--- src/rtl/seed_gate_pkg.sv ---
package seed_gate_pkg;

    localparam int CAUSE_W = 5;
    localparam logic [CAUSE_W-1:0] CAUSE_ILLEGAL = CAUSE_W'(2);
    localparam logic [CAUSE_W-1:0] CAUSE_VIRTUAL = CAUSE_W'(22);
    localparam logic [CAUSE_W-1:0] CAUSE_NONE    = '0;

    typedef enum logic [1:0] {
        PRV_U    = 2'd0,
        PRV_S    = 2'd1,
        PRV_RSVD = 2'd2,
        PRV_M    = 2'd3
    } priv_e;

    typedef enum logic [1:0] {
        VERDICT_NONE    = 2'd0,
        VERDICT_GRANT   = 2'd1,
        VERDICT_ILLEGAL = 2'd2,
        VERDICT_VIRTUAL = 2'd3
    } verdict_e;

endpackage

--- src/rtl/seed_write_detect.sv ---
module seed_write_detect #(
    parameter int SRC_W = 5
) (
    input  logic [2:0]       op,
    input  logic [SRC_W-1:0] src,
    output logic             writes
);
    // op[1:0]: 01 swap, 10 set, 11 clear, 00 not a CSR access
    logic src_nonzero;

    always_comb begin
        src_nonzero = |src;
        unique case (op[1:0])
            2'b01:   writes = 1'b1;
            2'b10,
            2'b11:   writes = src_nonzero;
            default: writes = 1'b0;
        endcase
    end
endmodule

--- src/rtl/seed_cfg_reg.sv ---
module seed_cfg_reg
    import seed_gate_pkg::*;
#(
    parameter bit HAS_CFG = 1'b1
) (
    input  logic       clk,
    input  logic       rst_n,
    input  logic       wr_valid,
    input  logic [1:0] wr_priv,
    input  logic       wr_sen,
    input  logic       wr_uen,
    output logic       sen,
    output logic       uen,
    output logic       wr_reject
);
    logic from_machine;
    assign from_machine = (priv_e'(wr_priv) == PRV_M);

    always_ff @(posedge clk) begin
        if (!rst_n) wr_reject <= 1'b0;
        else        wr_reject <= wr_valid && !from_machine;
    end

    generate
        if (HAS_CFG) begin : g_writable
            logic sen_q, uen_q;
            always_ff @(posedge clk) begin
                if (!rst_n) begin
                    sen_q <= 1'b0;
                    uen_q <= 1'b0;
                end else if (wr_valid && from_machine) begin
                    sen_q <= wr_sen;
                    uen_q <= wr_uen;
                end
            end
            assign sen = sen_q;
            assign uen = uen_q;

            a_r9_machine_load: assert property (@(posedge clk) disable iff (!rst_n)
                (wr_valid && from_machine) |=> (sen == $past(wr_sen) && uen == $past(wr_uen)));
        end else begin : g_fixed
            logic unused_wr;
            assign unused_wr = wr_sen ^ wr_uen;
            assign sen = 1'b0;
            assign uen = 1'b0;
        end
    endgenerate

    a_r9_low_write_ignored: assert property (@(posedge clk) disable iff (!rst_n)
        (wr_valid && !from_machine) |=> (wr_reject && $stable(sen) && $stable(uen)));
endmodule

--- src/rtl/seed_priv_decide.sv ---
module seed_priv_decide
    import seed_gate_pkg::*;
(
    input  logic [1:0] priv,
    input  logic       virt,
    input  logic       writes,
    input  logic       sen,
    input  logic       uen,
    output verdict_e   verdict
);
    // Guest outcome never depends on the user bit.
    verdict_e guest_verdict;

    always_comb begin
        guest_verdict = sen ? VERDICT_VIRTUAL : VERDICT_ILLEGAL;
        if (!writes) begin
            verdict = VERDICT_ILLEGAL;
        end else begin
            unique case (priv_e'(priv))
                PRV_M:    verdict = VERDICT_GRANT;
                PRV_S:    verdict = virt ? guest_verdict
                                         : (sen ? VERDICT_GRANT : VERDICT_ILLEGAL);
                PRV_U:    verdict = virt ? guest_verdict
                                         : (uen ? VERDICT_GRANT : VERDICT_ILLEGAL);
                PRV_RSVD: verdict = VERDICT_ILLEGAL;
            endcase
        end
    end
endmodule

--- src/rtl/seed_access_gate.sv ---
module seed_access_gate
    import seed_gate_pkg::*;
#(
    parameter int SRC_W   = 5,
    parameter bit HAS_CFG = 1'b1
) (
    input  logic               clk,
    input  logic               rst_n,
    input  logic               req_valid,
    input  logic [1:0]         req_priv,
    input  logic               req_virt,
    input  logic [2:0]         req_op,
    input  logic [SRC_W-1:0]   req_src,
    input  logic               cfg_wr_valid,
    input  logic [1:0]         cfg_wr_priv,
    input  logic               cfg_wr_sen,
    input  logic               cfg_wr_uen,
    output logic               rsp_valid,
    output logic               rsp_grant,
    output logic               rsp_illegal,
    output logic               rsp_virtual,
    output logic [CAUSE_W-1:0] rsp_cause,
    output logic               cfg_wr_illegal,
    output logic               cfg_sen,
    output logic               cfg_uen
);
    logic     is_write;
    verdict_e verdict_d;
    verdict_e verdict_q;

    seed_write_detect #(.SRC_W(SRC_W)) u_wdet (
        .op     (req_op),
        .src    (req_src),
        .writes (is_write)
    );

    seed_cfg_reg #(.HAS_CFG(HAS_CFG)) u_cfg (
        .clk       (clk),
        .rst_n     (rst_n),
        .wr_valid  (cfg_wr_valid),
        .wr_priv   (cfg_wr_priv),
        .wr_sen    (cfg_wr_sen),
        .wr_uen    (cfg_wr_uen),
        .sen       (cfg_sen),
        .uen       (cfg_uen),
        .wr_reject (cfg_wr_illegal)
    );

    seed_priv_decide u_decide (
        .priv    (req_priv),
        .virt    (req_virt),
        .writes  (is_write),
        .sen     (cfg_sen),
        .uen     (cfg_uen),
        .verdict (verdict_d)
    );

    // State register: any state -> decided verdict on request, else NONE
    always_ff @(posedge clk) begin
        if (!rst_n)         verdict_q <= VERDICT_NONE;
        else if (req_valid) verdict_q <= verdict_d;
        else                verdict_q <= VERDICT_NONE;
    end

    // Output decode
    always_comb begin
        rsp_valid   = 1'b0;
        rsp_grant   = 1'b0;
        rsp_illegal = 1'b0;
        rsp_virtual = 1'b0;
        rsp_cause   = CAUSE_NONE;
        unique case (verdict_q)
            VERDICT_NONE: ;
            VERDICT_GRANT: begin
                rsp_valid = 1'b1;
                rsp_grant = 1'b1;
            end
            VERDICT_ILLEGAL: begin
                rsp_valid   = 1'b1;
                rsp_illegal = 1'b1;
                rsp_cause   = CAUSE_ILLEGAL;
            end
            VERDICT_VIRTUAL: begin
                rsp_valid   = 1'b1;
                rsp_virtual = 1'b1;
                rsp_cause   = CAUSE_VIRTUAL;
            end
        endcase
    end

    a_r1_strobe: assert property (@(posedge clk) disable iff (!rst_n)
        req_valid |=> rsp_valid);
    a_r1_idle: assert property (@(posedge clk) disable iff (!rst_n)
        !req_valid |=> !rsp_valid);
    a_r1_one_hot: assert property (@(posedge clk) disable iff (!rst_n)
        rsp_valid |-> ($countones({rsp_grant, rsp_illegal, rsp_virtual}) == 1));
    a_r3_read_illegal: assert property (@(posedge clk) disable iff (!rst_n)
        (req_valid && !is_write) |=> rsp_illegal);
    a_r4_machine_grant: assert property (@(posedge clk) disable iff (!rst_n)
        (req_valid && is_write && req_priv == 2'b11) |=> rsp_grant);
    a_r7_guest_never: assert property (@(posedge clk) disable iff (!rst_n)
        (req_valid && req_virt && req_priv != 2'b11) |=> !rsp_grant);
    a_r8_cause_ill: assert property (@(posedge clk) disable iff (!rst_n)
        rsp_illegal |-> (rsp_cause == CAUSE_W'(2)));
    a_r8_cause_virt: assert property (@(posedge clk) disable iff (!rst_n)
        rsp_virtual |-> (rsp_cause == CAUSE_W'(22)));
endmodule

--- config.mk ---
export PLATFORM = sky130hd
export DESIGN_NAME = seed_access_gate
export DESIGN_NICKNAME = d
export VERILOG_FILES = /design/src/rtl/seed_gate_pkg.sv /design/src/rtl/seed_write_detect.sv /design/src/rtl/seed_cfg_reg.sv /design/src/rtl/seed_priv_decide.sv /design/src/rtl/seed_access_gate.sv
export SDC_FILE = /design/constraint.sdc
export NUM_CORES = 1
export LEC_CHECK = 0
export CAP_MARGIN = 40
export CORE_AREA = 2 2 39 41
export CTS_BUF_LIST = sky130_fd_sc_hd__clkbuf_16
export DETAILED_ROUTE_END_ITERATION = 8
export DIE_AREA = 0 0 41 43
export DONT_BUFFER_PORTS = 1
export GPL_TIMING_DRIVEN = 0
export PLACE_DENSITY = 0.47
export RECOVER_POWER = 100
export SLEW_MARGIN = 20
export SYNTH_ARGS = -nofsm -noshare
export SYNTH_HDL_FRONTEND = slang
export SYNTH_SLANG_ARGS = --single-unit
--- constraint.sdc ---
create_clock -name clk -period 1.2 [get_ports clk]
set_input_delay 0.24 -clock clk [delete_from_list [all_inputs] [get_ports clk]]
set_output_delay 0.24 -clock clk [all_outputs]
set_load 0.005 [all_outputs]
==> impl_metrics.tcl <==
set metrics [dict create \
    outcome "complete, no violations" \
    wl_per_cell_um 11.08 \
    viasPerCell 4.576 \
    hold_viol 0 \
    diodes 0 \
    switchingPower_uw 126.6 \
    period_share 0.9311 \
    irDropWorstVdd_v 0.0007042 \
    cts_sinks 5 \
    combinationalPowerShare 0.063 \
    intPower_uw 635.0 \
    first_pass_iters 1 \
    cts_buffers 3 \
    fmax_ghz 0.8950 \
    synth_edf_count 0 \
    path_max_fanout 5 \
    finalNetCount 63 \
    grt_first_pass_wirelength_mm 1.035 \
    max_cap_viol_count 0 \
    gp_routability_congestion 0.6377 \
    mostFrequentLayoutCells "nor2b_1, dfxtp_1, clkbuf_16" \
    worstSetupStartpointType "flop" \
    syn_inst 38 \
    grt_max_degree 6 \
    grt_pass1_vias 268 \
    clkPwrFrac 0.697 \
    ios 31 \
    area_delta_synth_final_pct 32.94 \
    postCtsSetupBuffers 0 \
    cts_tree "built" \
    yosysSeqAreaShare 0.3137 \
    coreArea_um2 1384 \
    seq_power_share 0.240 \
    root_buffer "clkbuf_16" \
    p_leak_nw 0.1919 \
    syn_area_per_cell_um2 8.396 \
    rows 14 \
    die_h_um 43 \
    htree_levels 1 \
    start_util 0.2306 \
    routed_wl_um 654 \
    power_uw 761.6 \
    setup_viol_count_final 0 \
    cp.required_ps 960 \
    die_x_um 41 \
    grt.overflow.total 0 \
    ys.flop_type "dfxtp_1" \
    drtIter0Drc 0 \
    p_sw_frac 0.1663 \
    pre_cts_slack_ps 108.5 \
    async_flop_share 0 \
    remaining_drc_errors 0 \
    portBuffers 0 \
    drtAntennaViolNets 0 \
    fillers 150 \
    arrival_ps 880 \
    die-area_um2 1763 \
    synth-seq-cells 5 \
    crit_type "flop to output port" \
    holdCritPathClass "primary input to flop" \
    synthDistinctLibCells 24 \
    fin_crit_ps 1117 \
    vias 270 \
    clk_pin_slew_ps 30 \
    p_per_area_nw_per_um2 1796 \
    post_route_cells_drive_above_1_share 0.2791 \
    worst_skew_pair.late_latency_ps 220 \
    hold_buffers 0 \
    fin_skew_ps 1.038 \
    rsz0062_at_grt "false" \
    worst_setup_path_end_kind "output port" \
    fin_ws_ps 82.69 \
    slew_violations 0 \
    fin_tns_setup_ps 0 \
    syn_area_um2 319.1 \
    ys_warn_count 0 \
    grt_usage 0.09328 \
    antenna_found_initial 0 \
    clk_path_buf_depth 2 \
]
-- final timing paths --
path,to,cells after the start,slack (ps),start
max reg2reg,verdict_q[1],3,330,u_cfg.sen
min,u_cfg.wr_reject,1,100,cfg_wr_priv[1]
max,rsp_cause[2],2,80,verdict_q[1]
min reg2reg,u_cfg.sen,2,580,u_cfg.sen
-- layout make-up --
class | count | area (um^2) | share of cell area
plain buffers | 5 | 33.78 | 0.07965
clock buffers | 3 | 75.07 | 0.1770
clock inverters | 1 | 3.754 | 0.008850
inverters | 1 | 3.754 | 0.008850
multi-input cells | 28 | 187.7 | 0.4425
flip-flops and latches | 5 | 100.1 | 0.2360
well taps | 16 | 20.02 | 0.04720
-- cell families after synthesis --
group | after synthesis | synth area share
simple gates | 17 | 0.3177
other cells | 1 | 0.01175
flops | 5 | 0.3137
buf+inv | 6 | 0.1176
compound gates | 7 | 0.1765
mux | 2 | 0.06275
-- worst max-delay path: stages, from the launching register on --
cell,delay [ps]
dfxtp_1,360
and2_4,170
clkbuf_4,120
-- cell usage after synthesis (all sizes together) (2+ instances only) --
library cell / number / share of area
nand2: 2 / 0.024
buf: 4 / 0.094
mux2i: 2 / 0.063
dfxtp: 5 / 0.31
nor2: 2 / 0.024
nor2b: 5 / 0.098
-- timing repair --
item	in CTS	in global routing
hold endpoints to repair	0	0
resized for setup	0	1
setup endpoints to repair	0	2
-- routing by layer --
| metal | vias up | share of wire | track usage |
|---|---|---|---|
| li1 | 137 | - | - |
| met1 | 109 | 0.40 | 0.08974 |
| met2 | 24 | 0.36 | 0.1188 |
| met3 | 0 | 0.24 | 0.07853 |
| met4 | 0 | 0 | 0.08000 |
| met5 | - | 0 | 0 |
-- registers in the layout, indices dropped and copies added, names as in the netlist --
signal           count
u_cfg.wr_reject      1
u_cfg.uen            1
u_cfg.sen            1
verdict_q            2
-- per-stage QoR --
step	std cells	util	hold WS [ps]	instance area [um^2]
detailed placement	55	0.2477	330.6	342.8
global route	59	0.3065	109.1	424.2
floorplan	39	-	327.0	322.8
global placement	55	0.2477	332.6	342.8
CTS	59	0.3047	97.85	421.7
finish	59	0.3065	99.87	424.2
-- power by group through the flow --
stage               registers (mW)  logic [mW]  clock network (mW)
global route                 0.184      0.0559               0.558
floorplan                    0.183      0.0440                   0
global placement             0.185      0.0479                   0
CTS                          0.183      0.0480               0.538
detailed placement           0.185      0.0478                   0
finish                       0.183      0.0479               0.531
Note: power is estimated with default switching activity, not from simulation.
